==> src/rtl/nic_win_pkg.sv <==
package nic_win_pkg;

  typedef enum logic [1:0] {
    SZ_BYTE = 2'd0,
    SZ_HALF = 2'd1,
    SZ_WORD = 2'd2,
    SZ_RSVD = 2'd3
  } acc_size_e;

  typedef enum logic [1:0] {
    TGT_NONE = 2'd0,
    TGT_PROM = 2'd1,
    TGT_REG  = 2'd2
  } tgt_e;

  typedef enum logic [1:0] {
    RP_IDLE = 2'd0,
    RP_REQ  = 2'd1,
    RP_WAIT = 2'd2
  } rp_st_e;

endpackage

==> src/rtl/nic_win_decode.sv <==
// Chooses the target window from space, size and address.
module nic_win_decode
  import nic_win_pkg::*;
#(
  parameter int OFS_W  = 4,
  parameter int DATA_W = 32,
  localparam int LANES = DATA_W / 8,
  localparam int LCW   = $clog2(LANES) + 1
) (
  input  logic              space_mem,
  input  logic [1:0]        size,
  input  logic [OFS_W:0]    addr,
  output tgt_e              tgt,
  output logic [OFS_W-1:0]  ofs,
  output logic [LCW-1:0]    nbytes,
  output logic [DATA_W-1:0] width_mask
);

  logic      win_upper;
  acc_size_e sz;

  assign win_upper = addr[OFS_W];
  assign ofs       = addr[OFS_W-1:0];
  assign sz        = acc_size_e'(size);

  always_comb begin
    case (sz)
      SZ_BYTE: nbytes = LCW'(1);
      SZ_HALF: nbytes = LCW'(2);
      default: nbytes = LCW'(LANES);
    endcase
  end

  // Lane k of the all-ones fill / data mask is live when k < byte count.
  for (genvar g = 0; g < LANES; g++) begin : g_mask
    assign width_mask[8*g +: 8] = (LCW'(g) < nbytes) ? 8'hFF : 8'h00;
  end

  always_comb begin
    tgt = TGT_NONE;
    if (!space_mem) begin
      // I/O space: width picks the window
      if (sz == SZ_BYTE && !win_upper)
        tgt = TGT_PROM;
      else if ((sz == SZ_HALF || sz == SZ_WORD) && win_upper)
        tgt = TGT_REG;
    end else begin
      // memory space: address bit picks the window
      if (sz == SZ_RSVD)
        tgt = TGT_NONE;
      else if (!win_upper)
        tgt = TGT_PROM;
      else if (sz != SZ_BYTE)
        tgt = TGT_REG;
    end
  end

endmodule

==> src/rtl/nic_win_prom.sv <==
// 16-byte station-address PROM with split, wrapping byte lanes.
module nic_win_prom #(
  parameter int OFS_W  = 4,
  parameter int DATA_W = 32,
  parameter logic [8*(1<<OFS_W)-1:0] INIT_IMAGE = '0,
  localparam int DEPTH = 1 << OFS_W,
  localparam int LANES = DATA_W / 8,
  localparam int LCW   = $clog2(LANES) + 1
) (
  input  logic              clk,
  input  logic              rst,
  input  logic              wr_fire,
  input  logic              wr_gate,
  input  logic [OFS_W-1:0]  ofs,
  input  logic [LCW-1:0]    nbytes,
  input  logic [DATA_W-1:0] wdata,
  output logic [DATA_W-1:0] rd_data
);

  logic [7:0] mem [DEPTH];

  always_ff @(posedge clk) begin
    if (rst) begin
      for (int i = 0; i < DEPTH; i++)
        mem[i] <= INIT_IMAGE[8*i +: 8];
    end else if (wr_fire && wr_gate) begin
      for (int k = 0; k < LANES; k++)
        if (LCW'(k) < nbytes)
          mem[ofs + OFS_W'(k)] <= wdata[8*k +: 8];
    end
  end

  // Lane k reads the byte at offset + k, wrapping inside the window.
  for (genvar g = 0; g < LANES; g++) begin : g_rd
    logic [OFS_W-1:0] idx;
    assign idx = ofs + OFS_W'(g);
    assign rd_data[8*g +: 8] = mem[idx];
  end

endmodule

==> src/rtl/nic_win_rport.sv <==
// Register-port request/response sequencer.
module nic_win_rport
  import nic_win_pkg::*;
#(
  parameter int OFS_W  = 4,
  parameter int DATA_W = 32
) (
  input  logic              clk,
  input  logic              rst,
  input  logic              start,
  input  logic              start_write,
  input  logic [OFS_W-1:0]  start_ofs,
  input  logic [1:0]        start_size,
  input  logic [DATA_W-1:0] start_wdata,
  input  logic [DATA_W-1:0] start_mask,
  output logic              busy,
  output logic              done,
  output logic [DATA_W-1:0] done_rdata,
  output logic              rp_req_valid,
  input  logic              rp_req_ready,
  output logic              rp_req_write,
  output logic [OFS_W-1:0]  rp_req_addr,
  output logic [1:0]        rp_req_size,
  output logic [DATA_W-1:0] rp_req_wdata,
  input  logic              rp_rsp_valid,
  input  logic [DATA_W-1:0] rp_rsp_rdata
);

  rp_st_e            st;
  logic [DATA_W-1:0] mask_q;

  always_ff @(posedge clk) begin
    if (rst) begin
      st           <= RP_IDLE;
      rp_req_write <= 1'b0;
      rp_req_addr  <= '0;
      rp_req_size  <= 2'd0;
      rp_req_wdata <= '0;
      mask_q       <= '0;
    end else begin
      case (st)
        RP_IDLE: begin
          if (start) begin
            st           <= RP_REQ;
            rp_req_write <= start_write;
            rp_req_addr  <= start_ofs;
            rp_req_size  <= start_size;
            rp_req_wdata <= start_wdata;
            mask_q       <= start_mask;
          end
        end
        RP_REQ: begin
          if (rp_req_ready)
            st <= rp_req_write ? RP_IDLE : RP_WAIT;
        end
        RP_WAIT: begin
          if (rp_rsp_valid)
            st <= RP_IDLE;
        end
        default: st <= RP_IDLE;
      endcase
    end
  end

  assign busy         = (st != RP_IDLE);
  assign rp_req_valid = (st == RP_REQ);
  assign done         = (st == RP_REQ && rp_req_ready && rp_req_write) ||
                        (st == RP_WAIT && rp_rsp_valid);
  assign done_rdata   = rp_req_write ? '0 : (rp_rsp_rdata & mask_q);

endmodule

==> src/rtl/nic_host_window.sv <==
// Host window decoder: PROM window plus register-port window.
module nic_host_window
  import nic_win_pkg::*;
#(
  parameter int OFS_W  = 4,
  parameter int DATA_W = 32,
  parameter logic [47:0] STATION_ADDR = 48'h665544332211,
  parameter logic [8*((1<<OFS_W)-6)-1:0] PROM_TAIL = 80'hF0E0D0C0B0A090807060,
  localparam int LANES = DATA_W / 8,
  localparam int LCW   = $clog2(LANES) + 1
) (
  input  logic              clk,
  input  logic              rst,
  input  logic              host_req_valid,
  output logic              host_req_ready,
  input  logic              host_req_space,
  input  logic              host_req_write,
  input  logic [1:0]        host_req_size,
  input  logic [OFS_W:0]    host_req_addr,
  input  logic [DATA_W-1:0] host_req_wdata,
  input  logic              prom_wr_en,
  output logic              host_rsp_valid,
  output logic [DATA_W-1:0] host_rsp_rdata,
  output logic              rp_req_valid,
  input  logic              rp_req_ready,
  output logic              rp_req_write,
  output logic [OFS_W-1:0]  rp_req_addr,
  output logic [1:0]        rp_req_size,
  output logic [DATA_W-1:0] rp_req_wdata,
  input  logic              rp_rsp_valid,
  input  logic [DATA_W-1:0] rp_rsp_rdata
);

  localparam logic [8*(1<<OFS_W)-1:0] INIT_IMAGE = {PROM_TAIL, STATION_ADDR};

  tgt_e              tgt;
  logic [OFS_W-1:0]  ofs;
  logic [LCW-1:0]    nbytes;
  logic [DATA_W-1:0] width_mask;
  logic [DATA_W-1:0] prom_rd;
  logic              accept;
  logic              rp_busy;
  logic              rp_done;
  logic [DATA_W-1:0] rp_done_rdata;
  logic [DATA_W-1:0] local_rdata;

  nic_win_decode #(.OFS_W(OFS_W), .DATA_W(DATA_W)) u_dec (
    .space_mem  (host_req_space),
    .size       (host_req_size),
    .addr       (host_req_addr),
    .tgt        (tgt),
    .ofs        (ofs),
    .nbytes     (nbytes),
    .width_mask (width_mask)
  );

  assign host_req_ready = !rp_busy;
  assign accept         = host_req_valid && host_req_ready;

  nic_win_prom #(.OFS_W(OFS_W), .DATA_W(DATA_W), .INIT_IMAGE(INIT_IMAGE)) u_prom (
    .clk     (clk),
    .rst     (rst),
    .wr_fire (accept && host_req_write && tgt == TGT_PROM),
    .wr_gate (prom_wr_en),
    .ofs     (ofs),
    .nbytes  (nbytes),
    .wdata   (host_req_wdata),
    .rd_data (prom_rd)
  );

  nic_win_rport #(.OFS_W(OFS_W), .DATA_W(DATA_W)) u_rport (
    .clk          (clk),
    .rst          (rst),
    .start        (accept && tgt == TGT_REG),
    .start_write  (host_req_write),
    .start_ofs    (ofs),
    .start_size   (host_req_size),
    .start_wdata  (host_req_wdata),
    .start_mask   (width_mask),
    .busy         (rp_busy),
    .done         (rp_done),
    .done_rdata   (rp_done_rdata),
    .rp_req_valid (rp_req_valid),
    .rp_req_ready (rp_req_ready),
    .rp_req_write (rp_req_write),
    .rp_req_addr  (rp_req_addr),
    .rp_req_size  (rp_req_size),
    .rp_req_wdata (rp_req_wdata),
    .rp_rsp_valid (rp_rsp_valid),
    .rp_rsp_rdata (rp_rsp_rdata)
  );

  // Locally answered accesses: PROM data, all-ones fill, or zero for writes.
  always_comb begin
    if (host_req_write)
      local_rdata = '0;
    else if (tgt == TGT_PROM)
      local_rdata = prom_rd & width_mask;
    else
      local_rdata = width_mask;
  end

  always_ff @(posedge clk) begin
    if (rst) begin
      host_rsp_valid <= 1'b0;
      host_rsp_rdata <= '0;
    end else begin
      host_rsp_valid <= (accept && tgt != TGT_REG) || rp_done;
      if (accept && tgt != TGT_REG)
        host_rsp_rdata <= local_rdata;
      else if (rp_done)
        host_rsp_rdata <= rp_done_rdata;
    end
  end

endmodule

==> config.mk <==
export PLATFORM = sky130hd
export DESIGN_NAME = nic_host_window
export DESIGN_NICKNAME = d
export VERILOG_FILES = /design/src/rtl/nic_win_pkg.sv /design/src/rtl/nic_win_decode.sv /design/src/rtl/nic_win_prom.sv /design/src/rtl/nic_win_rport.sv /design/src/rtl/nic_host_window.sv
export SDC_FILE = /design/constraint.sdc
export NUM_CORES = 1
export LEC_CHECK = 0
export ABC_AREA = 1
export BUFFER_PORTS_ARGS = -buffer_cell sky130_fd_sc_hd__buf_4
export CAP_MARGIN = 40
export CORE_MARGIN = 4
export CORE_UTILIZATION = 25
export CTS_BUF_LIST = sky130_fd_sc_hd__clkbuf_8
export DETAILED_ROUTE_END_ITERATION = 10
export PLACE_DENSITY = 0.44
export SYNTH_ARGS = -nofsm -noshare
export SYNTH_HDL_FRONTEND = slang
export SYNTH_SLANG_ARGS = --single-unit
==> constraint.sdc <==
create_clock -name clk -period 3.9 [get_ports clk]
set_input_delay 1.17 -clock clk [delete_from_list [all_inputs] [get_ports clk]]
set_output_delay 1.17 -clock clk [all_outputs]
set_load 0.01 [all_outputs]
# == Yosys cells after proc, flatten, opt, wreduce, memory -nomap -nowiden ==
# Memory sizes are Yosys's and may differ from the RTL's.
# Index checks and enable logic that the tools add are counted.
# op_classes
order_cmp,4
bitwise,2
addsub,3
n_reduce_logical,27
eq_ne,11
mux,51
# op_table
cell,n
32-bit two-way mux,5
32-bit bitwise AND,2
8-bit two-way mux,8
8-bit OR reduction,4
1-bit two-way mux,22
2-bit two-way mux,10
4-bit two-way mux,4
1-bit logical AND,11
4-bit by 2-bit adder with 4-bit output (second input constant),2
2-bit == test (second input constant),4
2-bit by 1-bit == test with 1-bit output (second input constant),3
1-bit by 3-bit < comparator with 1-bit output (first input constant),2
2-bit by 3-bit < comparator with 1-bit output (first input constant),2
2-bit case mux with 3 select lines,1
3-bit case mux with 2 select lines,1
2-bit nonzero test,3
4-bit by 1-bit adder with 4-bit output (second input constant),1
2-bit zero test,2
2-bit by 1-bit inequality test with 1-bit output (second input constant),2
2-bit inequality test (second input constant),2
1-bit logical OR,3
3-bit AND reduction,1
1-bit zero test,2
2-bit AND reduction,1
# totals
ramBits,128
output_inout_bits,74
input_bits,79
mem_count,1
elab_cells,107
regBits,106
# mem_list
memory,depth,word_bits,rd,rd_clocked_by_memory_dff,write_ports,line,text
u_prom.mem,16,8,4,0,16,nic_win_prom.sv:20,logic [7:0] mem [DEPTH];

# == Depth between registers and ports, before layout ==
# Gate-level depths: netlist (run 1).
# depth
word_depth,14
ltp_mapped,16
mapped_depth_nobuf,13

# == Hierarchy ==
# From an unflattened synthesis (run 1), not the netlist that was laid out.
# hier_totals
hier_cells,3167
area_unflattened_um2,19348.6
# by_module_without_submodules
module,instances,area_per_inst_um2,cells_per_inst,seq_area_each_um2
nic_win_prom,1,13272.7,2231,3843.7
nic_win_rport,1,3445.8,485,1461.4
nic_host_window,1,2258.4,398,660.6
nic_win_decode,1,371.6,53,0.0

# == Worst setup path after synthesis (run 1) ==
# No wires, ideal clock.
# synth_timing
path_type,input to register
start,in host_req_addr[0]
end,mem u_prom.mem[0][0] (enable)
setup_slack_ps,104
required_time_ps,3563
path_stages,10
arrival_ps,3459
path_buffers,3
setup_time_ps,337
cell_sequence,buf_4 inv_2 buf_2 buf_1 ha_1 xor2_2 nand2_1 nor2_2 inv_1 nand3_1
# synth_rtl
item,line,text
"start, declared",nic_host_window.sv:19,"input logic [OFS_W:0] host_req_addr,"
"end, declared",nic_win_prom.sv:20,

==> impl_metrics.toml, run 1 <==
[cts]
cts-buffers-inserted = 41
htree_levels = 2
cts_buffer_depth = 3
cts.sinks = 206
cts_tree = "yes"
cts_setup_buffers = 0
clock_latency_ns = 0.66
cts_root_buf = "clkbuf_8"
postCtsHoldBufs = 0
clk_pin_slew_worst_paths_ns = 0.06
cts-resized-gates = 0

[global_routing]
grtUsageTotal = 0.271
antenna_found_initial = 2
grt_pass1_vias = 18996
grt_remaining_overflow = 0
grt_max_degree = 135
grt_pass1_wl_microns = 138000

[yosys]
synth_area_leaders = "edfxtp_1 (23%), nand2_1 (20%), a21oi_1 (11%)"
synth_xor_area_frac = 0.00196
syn_avg_cell_area_sq_um = 6.23
yosys.area.top_type = "edfxtp_1"
synth_area_sq_mm = 0.0166
seq_area_frac_synth = 0.326
synthesis.nets = 2752
ys_warn_count = 0
synth_top_family_by_area = "simple AND/OR/NAND/NOR gates"
yosysUniqueCellTypes = 33
ys_seq_elements = 206
synth_fa_ha_area_frac = 0.0113
synth_simple_gate_area_frac = 0.418
synthMuxAreaShare = 0
synth_compound_area_frac = 0.166
yosysTopAreaCellShare = 0.232
synthCells = 2658

[sta]
fin_crit_sh = 0.796
slew_headroom = 0.365
rsz0062_at_grt = "no"
worst_clock_skew_ns = 0.0625
tightest_slew_ns = 0.951
layout_setup_ws_ns = 0.797
finalCriticalPeriod_ns = 3.10
whs_ns = 0.444
max_freq_ghz = 0.322
setup_violations = 0
setup_tns_ns = 0
maxSlewViolCount = 0
hold_violations = 0

[placed_design]
dp_hpwl_microns = 73100
routabilityCongestion = 1.00
place_area_sq_mm = 0.0194
place_ws_ns = 0.209
portBuffers = 152

[setup_path]
arrival_ns = 3.57
crit_type = "in -> reg"
r2r_cells = 10
crit_path_start_kind = "primary input"
worstPathMaxFanout = 13
end_kind = "flip-flop"
cp_data_required_time_ns = 4.36

[die]
die_h_microns = 265
start_util = 0.252
fp.dieW_microns = 265
dieArea_sq_mm = 0.0705
io_pins = 153
rows = 94
core_sq_mm = 0.0657

[finish]
design_area_sq_mm = 0.0203
syn2layout_area_growth_pct = 22.4
final_common_cell = "nand2_1"
drive_gt1_frac = 0.157
fin_nets = 2935
utilization = 0.308
layout_common_cells = "nand2_1 (889), a21oi_1 (347), nand3_1 (323)"
num-fill-cells = 7314

[drt]
wl_per_cell_microns = 26.5
drt_pass1_iterations = 6
avgViaCountPerCell = 5.40
finalWirelength_microns = 98900
antenna_left = 0
drt_iter0_drc = 2293
drc = 0
vias = 20199

[hold_path]
hold_depth = 2
hold_path.class = "reg -> reg"

[power]
p_leak_nw = 8.75
vdd_ir_drop_max_mv = 0.196
power_density_mw_per_mm2 = 324

[outcome]
status = "finished clean"

[flow_run]
maxCapViolCount = 0
registers in the layout, indices dropped and copies added (netlist names):
signal	cells
u_prom.mem	128
host_rsp_rdata	32
u_rport.rp_req_wdata	32
u_rport.mask_q	4
u_rport.rp_req_addr	4
u_rport.rp_req_size	2
u_rport.st	2
host_rsp_valid	1
u_rport.rp_req_write	1
power by group:
group          leakage (nW)  switching [mW]  internal, mW
registers              1.83           0.111          2.42
logic                  6.43            1.08         0.448
clock network         0.497            1.13          1.38
metal layers:
layer	part of all wire	wire, microns	track usage
met4	0.054	5390	0.126
met1	0.42	41100	0.366
met2	0.43	42500	0.411
met5	0.00016	16	0
met3	0.10	9970	0.0609
kinds of logic (layout without fill, tap and decap cells):
group                      after synthesis  after routing
and+or+nand+nor                       1581           1581
AOI/OAI and AO/OA                      541            541
buffers and inverters                  313            528
DFF                                    206            206
adders and majority gates               15             15
xor gates and xnor gates                 2              2
other                                    0              3
critical path: stages:
cell	delay (ns)
buf_4	0.12
inv_1	0.09
ha_1	0.19
nor2_1	0.07
nor2_4	0.42
buf_4	0.23
nand3_2	0.13
nor2_1	0.30
buf_4	0.20
nand2_1	0.11
buf_4	0.17
nand2_1	0.05
nand3_1	0.07
a21oi_1	0.23
synth_stat cells (all sizes together):
cell and number:
ha 15, o211ai 16, clkinv 8, o21ai 177
clkbuf 99, nand4 33, nor2 278, edfxtp 128
nor3 7, xnor2 1, nand3 330, nand2 895
nor3b 32, xor2 1, dfxtp 78, inv 151
and2 1, a21oi 348, buf 55, nand3b 5
cell type report:
type / instances / area, sq um / share of cell area
multi-input cells: 2139 / 9900 / 0.488
flip-flops and latches: 206 / 5410 / 0.267
repair buffers: 294 / 2390 / 0.118
well taps: 864 / 1080 / 0.0533
clock buffers: 47 / 647 / 0.0319
inverters: 159 / 598 / 0.0295
clock inverters: 28 / 245 / 0.0121
diodes: 3 / 7.51 / 0.000370
per-stage QoR:
step	std cells	power [mW]
after CTS	3737	6.61
after detailed placement	3662	4.08
after floorplan	2658	3.28
after global placement	3659	4.07
after global routing	3737	6.84
final	3740	6.57
path summary, 6_finish.rpt:
path,to,startpoint,slack [ns]
setup / recovery,u_prom.mem[11][0],host_req_size[1],0.80
hold / removal,u_rport.rp_req_wdata[7],u_rport.rp_req_wdata[7],0.44
setup reg to reg,u_prom.mem[14][6],u_rport.st[0],1.33
hold reg to reg,u_rport.rp_req_wdata[7],u_rport.rp_req_wdata[7],0.44
Power figures use the tool's default switching activity.
==> inputs of run 2 (changes only) <==
==> constraint.sdc (replaced) <==
create_clock -name clk -period 2.51 [get_ports clk]
set_input_delay 0.753 -clock clk [delete_from_list [all_inputs] [get_ports clk]]
set_output_delay 0.753 -clock clk [all_outputs]
set_load 0.01 [all_outputs]
==> impl_metrics.toml, run 2 (same netlist as run 1, synthesis figures left out) <==
[cts]
cts_tree = "yes"
postCtsHoldBufs = 0
htree_levels = 2
clock_latency_ns = 0.66
cts_root_buf = "clkbuf_8"
cts-buffers-inserted = 44
cts.sinks = 206
clk_pin_slew_worst_paths_ns = 0.06
cts_buffer_depth = 3
cts_setup_buffers = 0

[global_routing]
grt_pass1_wl_microns = 154000
grt_pass1_vias = 20334
antenna_found_initial = 4
grt_max_degree = 78
grtUsageTotal = 0.305
grt_remaining_overflow = 0

[drt]
antenna_left = 0
drt_iter0_drc = 2427
drt_pass1_iterations = 6
vias = 21192
drc = 0
avgViaCountPerCell = 5.29
wl_per_cell_microns = 27.7
finalWirelength_microns = 111000

[setup_path]
r2r_start = "u_rport.st[0]"
arrival_ns = 2.92
cp-startpoint = "host_req_addr[0]"
endpoint = "host_rsp_rdata[13]"
crit_path_start_kind = "primary input"
rr_endpoint = "u_prom.mem[5][4]"
ff2ff_setup_slack_ns = 0.17
r2r_cells = 11
end_kind = "flip-flop"
worstPathMaxFanout = 21
crit_type = "in -> reg"
cp_data_required_time_ns = 3.02

[finish]
regArea_sq_mm = 0.00541
layout_common_cells = "nand2_1 (884), buf_4 (507), a21oi_1 (346)"
drive_gt1_frac = 0.234
num-fill-cells = 7202
design_area_sq_mm = 0.0228
largest_reg_flops = 128
largest_register = "u_prom.mem"
final_common_cell = "nand2_1"
biggestRegsByFlops = "u_prom.mem (128), host_rsp_rdata (32), u_rport.rp_req_wdata (32)"
multi_input_area_sq_mm = 0.0101
syn2layout_area_growth_pct = 37.8
fin_nets = 3199

[sta]
slew_headroom = 0.440
layout_setup_ws_ns = 0.0914
max_freq_ghz = 0.413
setup_violations = 0
fin_crit_sh = 0.964
rsz0062_at_grt = "no"
worst_clock_skew_ns = 0.0480
hold_violations = 0
finalCriticalPeriod_ns = 2.42
setup_tns_ns = 0
tightest_slew_ns = 0.838
whs_ns = 0.401
maxSlewViolCount = 0

[die]
fp.dieW_microns = 265
start_util = 0.252
dieArea_sq_mm = 0.0705
io_pins = 153
core_sq_mm = 0.0657
die_h_microns = 265
rows = 94

[placed_design]
place_area_sq_mm = 0.0220
portBuffers = 152
routabilityCongestion = 1.04
place_ws_ns = -0.620
dp_hpwl_microns = 86800

[power]
total_power_mw = 10.3
p_leak_nw = 10.2
vdd_ir_drop_max_mv = 0.258
power_density_mw_per_mm2 = 453

[hold_path]
hold_path.class = "in -> reg"

[flow_run]
maxCapViolCount = 0

[outcome]
status = "finished clean"
## run 2: cell count changes in the layout (fill, tap and decap cells not counted), moves of 4 or more
cell	change
nand2_4	+7
nand2_1	-5
nor2_4	+15
nor2_1	-11
buf_4	+228
nor2_2	-4
bufinv_16	-4
buf_12	+36
## run 2: final cells by class
class / instances / share of cell area
Antenna cell: 1 / 0.000110
Clock inverter: 35 / 0.00778
Tap cell: 864 / 0.0473
Sequential cell: 206 / 0.237
Clock buffer: 47 / 0.0283
Multi-Input combinational cell: 2139 / 0.444
Timing Repair Buffer: 555 / 0.209
Inverter: 159 / 0.0267
## run 2: power breakdown
group	switching, mW	total, mW	internal (mW)
sequential	0.190	3.95	3.76
combinational	1.89	2.87	0.983
clock	1.77	3.53	1.76
total	3.84	10.3	6.50
## run 2: how the worst min path moves through the flow
stage                          endpoint  depth (start not counted)                     from
6_report       u_rport.rp_req_wdata[15]                          3       host_req_wdata[15]
2_1_floorplan        u_rport.mask_q[15]                          2       u_rport.mask_q[15]
3_5_place_dp    u_rport.rp_req_wdata[0]                          2  u_rport.rp_req_wdata[0]
3_3_place_gp     u_rport.rp_req_size[1]                          2   u_rport.rp_req_size[1]
4_1_cts        u_rport.rp_req_wdata[15]                          3       host_req_wdata[15]
5_1_grt        u_rport.rp_req_wdata[15]                          3       host_req_wdata[15]
## run 2: repair_timing
item | CTS | global route
setup endpoints to repair | 0 | 1
resized for setup | 0 | 1
endpoints found under the hold margin | 0 | 0
## run 2: worst max-delay path, cell delays in order
cell and delay [ns]:
buf_4 0.14, buf_4 0.25, inv_8 0.08, ha_4 0.27, inv_2 0.08, buf_12 0.19, buf_12 0.16, nand3_1 0.07
nand3_1 0.16, nand3_1 0.12, o21ai_1 0.36, buf_4 0.19, a21oi_1 0.05
## run 2: metal layers
metal | GRT usage | up-vias | part of all wire
li1 | - | 9780 | -
met1 | 0.416 | 10166 | 0.43
met2 | 0.475 | 994 | 0.44
met3 | 0.0443 | 252 | 0.070
met4 | 0.150 | 0 | 0.059
met5 | 0 | - | 0
## run 2: through the flow
stage / instances / util
after CTS: 4005 / 0.347
after floorplan: 2658 / -
after detailed placement: 3923 / 0.335
after global routing: 4006 / 0.347
final: 4006 / 0.347
after global placement: 3922 / 0.334
